## src/rtl/m2v_pkg.sv

```systemverilog
package m2v_pkg;
  typedef enum logic [1:0] {
    ESZ_8  = 2'd0,
    ESZ_16 = 2'd1,
    ESZ_32 = 2'd2,
    ESZ_64 = 2'd3
  } esz_t;

  localparam logic [1:0] LEN_SPARE = 2'b11;
  localparam logic [7:0] OPC_NARROW = 8'h28;
  localparam logic [7:0] OPC_WIDE   = 8'h38;
endpackage

```

## src/rtl/m2v_decode.sv

```systemverilog
module m2v_decode
  import m2v_pkg::*;
#(
  parameter int OPC_W  = 8,
  parameter int RSVD_W = 4
) (
  input  logic [OPC_W-1:0]  opcode,
  input  logic              wbit,
  input  logic [1:0]        vlen,
  input  logic [RSVD_W-1:0] rsvd,
  output esz_t              esz,
  output logic              fault
);
  logic opc_bad;

  always_comb begin
    opc_bad = 1'b0;
    esz     = ESZ_8;
    case (opcode)
      OPC_NARROW: esz = wbit ? ESZ_16 : ESZ_8;
      OPC_WIDE:   esz = wbit ? ESZ_64 : ESZ_32;
      default:    opc_bad = 1'b1;
    endcase
  end

  assign fault = opc_bad || (rsvd != '1) || (vlen == LEN_SPARE);
endmodule

```

## src/rtl/m2v_expand.sv

```systemverilog
module m2v_expand
  import m2v_pkg::*;
#(
  parameter int VEC_W  = 512,
  parameter int LANE_W = 8
) (
  input  logic [VEC_W/LANE_W-1:0] mask,
  input  esz_t                    esz,
  input  logic [1:0]              vlen,
  output logic [VEC_W-1:0]        vec
);
  localparam int LANES  = VEC_W / LANE_W;
  localparam int LIDX_W = $clog2(LANES);
  localparam int BASE   = LANES / 4;

  logic [LIDX_W:0] act_lanes;
  assign act_lanes = (LIDX_W+1)'(BASE) << vlen;

  for (genvar b = 0; b < LANES; b++) begin : g_lane
    localparam logic [LIDX_W:0] LANE_ID = (LIDX_W+1)'(b);
    logic [LIDX_W-1:0] elem;
    logic              on;
    assign elem = LANE_ID[LIDX_W-1:0] >> esz;
    assign on   = (LANE_ID < act_lanes) && mask[elem];
    assign vec[b*LANE_W +: LANE_W] = {LANE_W{on}};
  end
endmodule

```

## src/rtl/m2v_outreg.sv

```systemverilog
module m2v_outreg #(
  parameter int W = 512
) (
  input  logic         clk,
  input  logic         rst_n,
  input  logic         in_valid,
  output logic         in_ready,
  input  logic [W-1:0] in_data,
  input  logic         in_fault,
  output logic         out_valid,
  input  logic         out_ready,
  output logic [W-1:0] out_data,
  output logic         out_fault
);
  logic take;
  assign in_ready = !out_valid || out_ready;
  assign take     = in_valid && in_ready;

  always_ff @(posedge clk) begin
    if (!rst_n) begin
      out_valid <= 1'b0;
      out_fault <= 1'b0;
      out_data  <= '0;
    end else if (take) begin
      out_valid <= 1'b1;
      out_fault <= in_fault;
      out_data  <= in_fault ? '0 : in_data;
    end else if (out_ready) begin
      out_valid <= 1'b0;
    end
  end
endmodule

```

## src/rtl/m2v_expander.sv

```systemverilog
module m2v_expander
  import m2v_pkg::*;
#(
  parameter int VEC_W  = 512,
  parameter int MASK_W = VEC_W / 8
) (
  input  logic              clk,
  input  logic              rst_n,
  input  logic              in_valid,
  output logic              in_ready,
  input  logic [7:0]        in_opcode,
  input  logic              in_wbit,
  input  logic [1:0]        in_vlen,
  input  logic [3:0]        in_rsvd,
  input  logic [MASK_W-1:0] in_mask,
  output logic              out_valid,
  input  logic              out_ready,
  output logic [VEC_W-1:0]  out_data,
  output logic              out_fault
);
  localparam int LANE_W = VEC_W / MASK_W;

  esz_t             esz;
  logic             dec_fault;
  logic [VEC_W-1:0] vec;

  m2v_decode #(.OPC_W(8), .RSVD_W(4)) u_dec (
    .opcode(in_opcode), .wbit(in_wbit), .vlen(in_vlen), .rsvd(in_rsvd),
    .esz(esz), .fault(dec_fault)
  );

  m2v_expand #(.VEC_W(VEC_W), .LANE_W(LANE_W)) u_exp (
    .mask(in_mask), .esz(esz), .vlen(in_vlen), .vec(vec)
  );

  m2v_outreg #(.W(VEC_W)) u_out (
    .clk(clk), .rst_n(rst_n),
    .in_valid(in_valid), .in_ready(in_ready),
    .in_data(vec), .in_fault(dec_fault),
    .out_valid(out_valid), .out_ready(out_ready),
    .out_data(out_data), .out_fault(out_fault)
  );
endmodule

```

## config.mk

```make
export PLATFORM = sky130hd
export DESIGN_NAME = m2v_expander
export DESIGN_NICKNAME = d
export VERILOG_FILES = /design/src/rtl/m2v_pkg.sv /design/src/rtl/m2v_decode.sv /design/src/rtl/m2v_expand.sv /design/src/rtl/m2v_outreg.sv /design/src/rtl/m2v_expander.sv
export SDC_FILE = /design/constraint.sdc
export NUM_CORES = 1
export LEC_CHECK = 0
export CAP_MARGIN = 40
export CORE_AREA = 2 2 232 234
export DETAILED_ROUTE_END_ITERATION = 7
export DIE_AREA = 0 0 234 236
export SLEW_MARGIN = 40
export SYNTH_ARGS = -nofsm -noshare
export SYNTH_HDL_FRONTEND = slang
export SYNTH_SLANG_ARGS = --single-unit
```

## constraint.sdc

```tcl
create_clock -name clk -period 6.15 [get_ports clk]
set_input_delay 1.23 -clock clk [delete_from_list [all_inputs] [get_ports clk]]
set_output_delay 1.23 -clock clk [all_outputs]
set_load 0.1 [all_outputs]
```

==> impl_metrics.yaml <==
pwr:
  combPwrFrac_pct: 32.5
  vdd_drop_max_v: 0.0001525
  clkPwrFrac_pct: 39.6
  total_power_mw: 1.537
  pwr_density_cell_nw_per_um2: 103.6
  switching_share_pct: 36.71
  p_switching_uw: 564.2
  power.static_leakage_nw: 7.272
  power_frac_seq_pct: 27.9
  p_int_uw: 972.7
clock_tree:
  cts_buffers: 9
  cts.clk_slew.worst_paths_ns: 0.07
  clock_tree.root_cell: "clkbuf_16"
  ctsHoldBuffers: 0
  cts-resized-gates: 0
  clockBufferDepth: 2
  clock_latency_ns: 0.37
  cts_tree: "yes"
  cts_sinks: 66
  cts_max_level: 3
  postCtsSetupRepairBufs: 0
layout:
  final_core_util_pct: 27.95
  fillers: 5790
  nets: 1908
  syn_to_final_growth_pct: 7.227
  drive_above_1_share_pct: 41.94
sta:
  whs_ns: 0.5146
  tns_ns: 0
  setup_slack_ns: 1.245
  worst_pin_slew_ns: 0.9791
  setup-violations-final: 0
  fmax_ghz: 0.2039
  grt_setup_unrepaired: "no"
  fin_crit_ns: 4.905
  drv_slew: 0
  finClkSkew_ns: 0.009418
  hold_viol_final: 0
  relSlewSlack_pct: 34.52
  period_share_pct: 79.75
drt:
  wire_per_inst_microns: 27.00
  postRouteAntennaNets: 0
  drc: 0
  drt-total-wl_microns: 68060
  drt_first_pass_iters: 6
  dr.first_iter.drc_count: 1943
  num_vias: 14430
  via_per_inst: 5.724
logic_synthesis:
  ys.flop_type: "dfxtp_1"
  synth_compound_area_share_pct: 19.34
  yosys.area_share.xor_xnor_pct: 0
  synth_area_leaders: "buf_4 (24%), mux4_2 (16%), dfxtp_1 (9.6%)"
  netlist_area_sq_um: 13830
  synthCells: 1775
  synth-adder-area-share_pct: 0.5427
  yosys.cell_count.top_type: "buf_4"
  synth-seq-area-share_pct: 9.552
  ys_warn_count: 0
  synthArstFlopShare_pct: 0
  synth_cell_type_count: 76
  synth.area.mux_share_pct: 25.97
  synth_fp_nets: 1864
  syn-mean-instance-area_sq_um: 7.793
  ys_seq_elements: 66
  synth_top_family_by_area: "buffers and inverters"
  synth_simple_gate_area_share_pct: 14.27
  synth_edf_count: 0
  yosysTopAreaCellShare_pct: 24.42
  netlist.top_cell.by_area: "buf_4"
  synth_common_cells: "buf_4 (450), nand2_1 (196), clkbuf_1 (128), mux4_2 (101), mux2i_1 (96)"
floorplan:
  dieHeight_microns: 236
  core_area_sq_um: 53070
  die_area_sq_um: 55220
  initial_core_util_pct: 26.06
  num_io_pins: 598
  die_w_microns: 234
  row_count: 85
placement:
  hpwl_microns: 48990
  portBuffers: 597
  place_congestion: 0.9848
  pre_cts_slack_ns: 1.002
global_routing:
  grt_util_all_layers_pct: 23.54
  grt_pass1_wl_microns: 95370
  grt_pass1_vias: 12820
  overflow: 0
  antenna_found_initial: 2
  grt_max_degree: 119
setup_path:
  cp-end-kind: "register"
  r2r_cells: 7
  crit_fanout: 56
  path_class: "input pin to register"
  required_ns: 6.47
  arrival_ns: 5.23
  cp-start-kind: "input pin"
run:
  max_cap_viol_count: 0
min_path:
  hold_class: "register to register"
  hold_depth: 2
run_status:
  status: "finished clean"
==> registers in the layout, summed over array words and instances (netlist names) <==
signal and count:
u_out.out_data 64, u_out.out_fault 1, u_out.out_valid 1
==> final timing paths <==
| path | start | end | slack, ns |
|---|---|---|---|
| max | in_opcode[1] | u_out.out_data[367] | 1.25 |
| min | u_out.out_fault | u_out.out_fault | 0.51 |
| max reg2reg | u_out.out_valid | u_out.out_data[183] | 3.48 |
| min reg2reg | u_out.out_fault | u_out.out_fault | 0.51 |
==> metrics by stage <==
stage          cell area [sq um]  std cells
2_1_floorplan              13830       1775
6_report                   14830       2521
3_3_place_gp               17140       2504
3_5_place_dp               14510       2504
4_1_cts                    14840       2520
5_1_grt                    14830       2520
==> critical path, stage by stage <==
cell and delay, ns:
clkdlybuf4s50_1 0.43, or4b_4 0.67, nor3_4 0.51, ha_4 0.22, buf_12 0.30, buf_4 0.36, nor2_1 0.08, or3_1 0.31
a311oi_1 0.49, a31oi_1 0.11, a21oi_1 0.33, a211o_1 0.14
==> layout make-up <==
| cell class | instances | area [sq um] | area share [%] |
|---|---|---|---|
| Multi-Input combinational cell | 1058 | 8347 | 56.28 |
| Sequential cell | 66 | 1321 | 8.908 |
| Timing Repair Buffer | 667 | 3900 | 26.29 |
| Clock inverter | 7 | 101.3 | 0.6833 |
| Antenna cell | 1 | 2.502 | 0.01687 |
| Tap cell | 696 | 870.8 | 5.871 |
| Clock buffer | 9 | 225.2 | 1.518 |
| Inverter | 17 | 63.81 | 0.4302 |
==> layer usage <==
metal / track usage [%] / part of all wire, % / vias up
li1: - / - / 6048
met1: 31.48 / 39 / 6935
met2: 33.96 / 43 / 1214
met3: 5.621 / 12 / 232
met4: 14.25 / 6.3 / 2
met5: 0 / 0.024 / -
==> power groups by stage <==
stage / registers [mW] / logic (mW) / clock network (mW)
after floorplan: 0.445 / 0.256 / 0
after global placement: 0.438 / 0.484 / 0
after detailed placement: 0.438 / 0.477 / 0
after CTS: 0.429 / 0.479 / 0.616
after global routing: 0.429 / 0.511 / 0.629
final: 0.429 / 0.499 / 0.609
==> layout by cell type (no fill, tap or decap), types with 9 or more instances in the layout <==
cell / count
nand3_1: 27
and2_1: 18
a211oi_1: 31
nor2_1: 82
o22ai_1: 17
dfxtp_1: 66
o21ai_0: 82
a21boi_0: 10
a21oi_1: 88
mux2_2: 27
nor3_1: 11
a311oi_1: 14
nand2_1: 196
buf_2: 528
a31oi_1: 23
o211ai_1: 32
nand2b_1: 10
clkdlybuf4s50_1: 69
mux4_2: 101
buf_4: 66
nand4_1: 9
a22oi_1: 11
o2111ai_1: 9
mux2i_1: 96
inv_1: 13
o221ai_1: 13
clkbuf_16: 9
nor2b_1: 26
==> cells by family (layout without fill, tap and decap cells) <==
family,count (synthesis),in the layout
AND/OR/NAND/NOR,424,424
multiplexers,226,226
other,0,1
AO/OA/AOI/OAI,402,402
buffers and inverters,651,700
flip-flops,66,66
adder cells (fa/ha/maj),6,6
No activity file was read; power rests on OpenSTA's default activity.
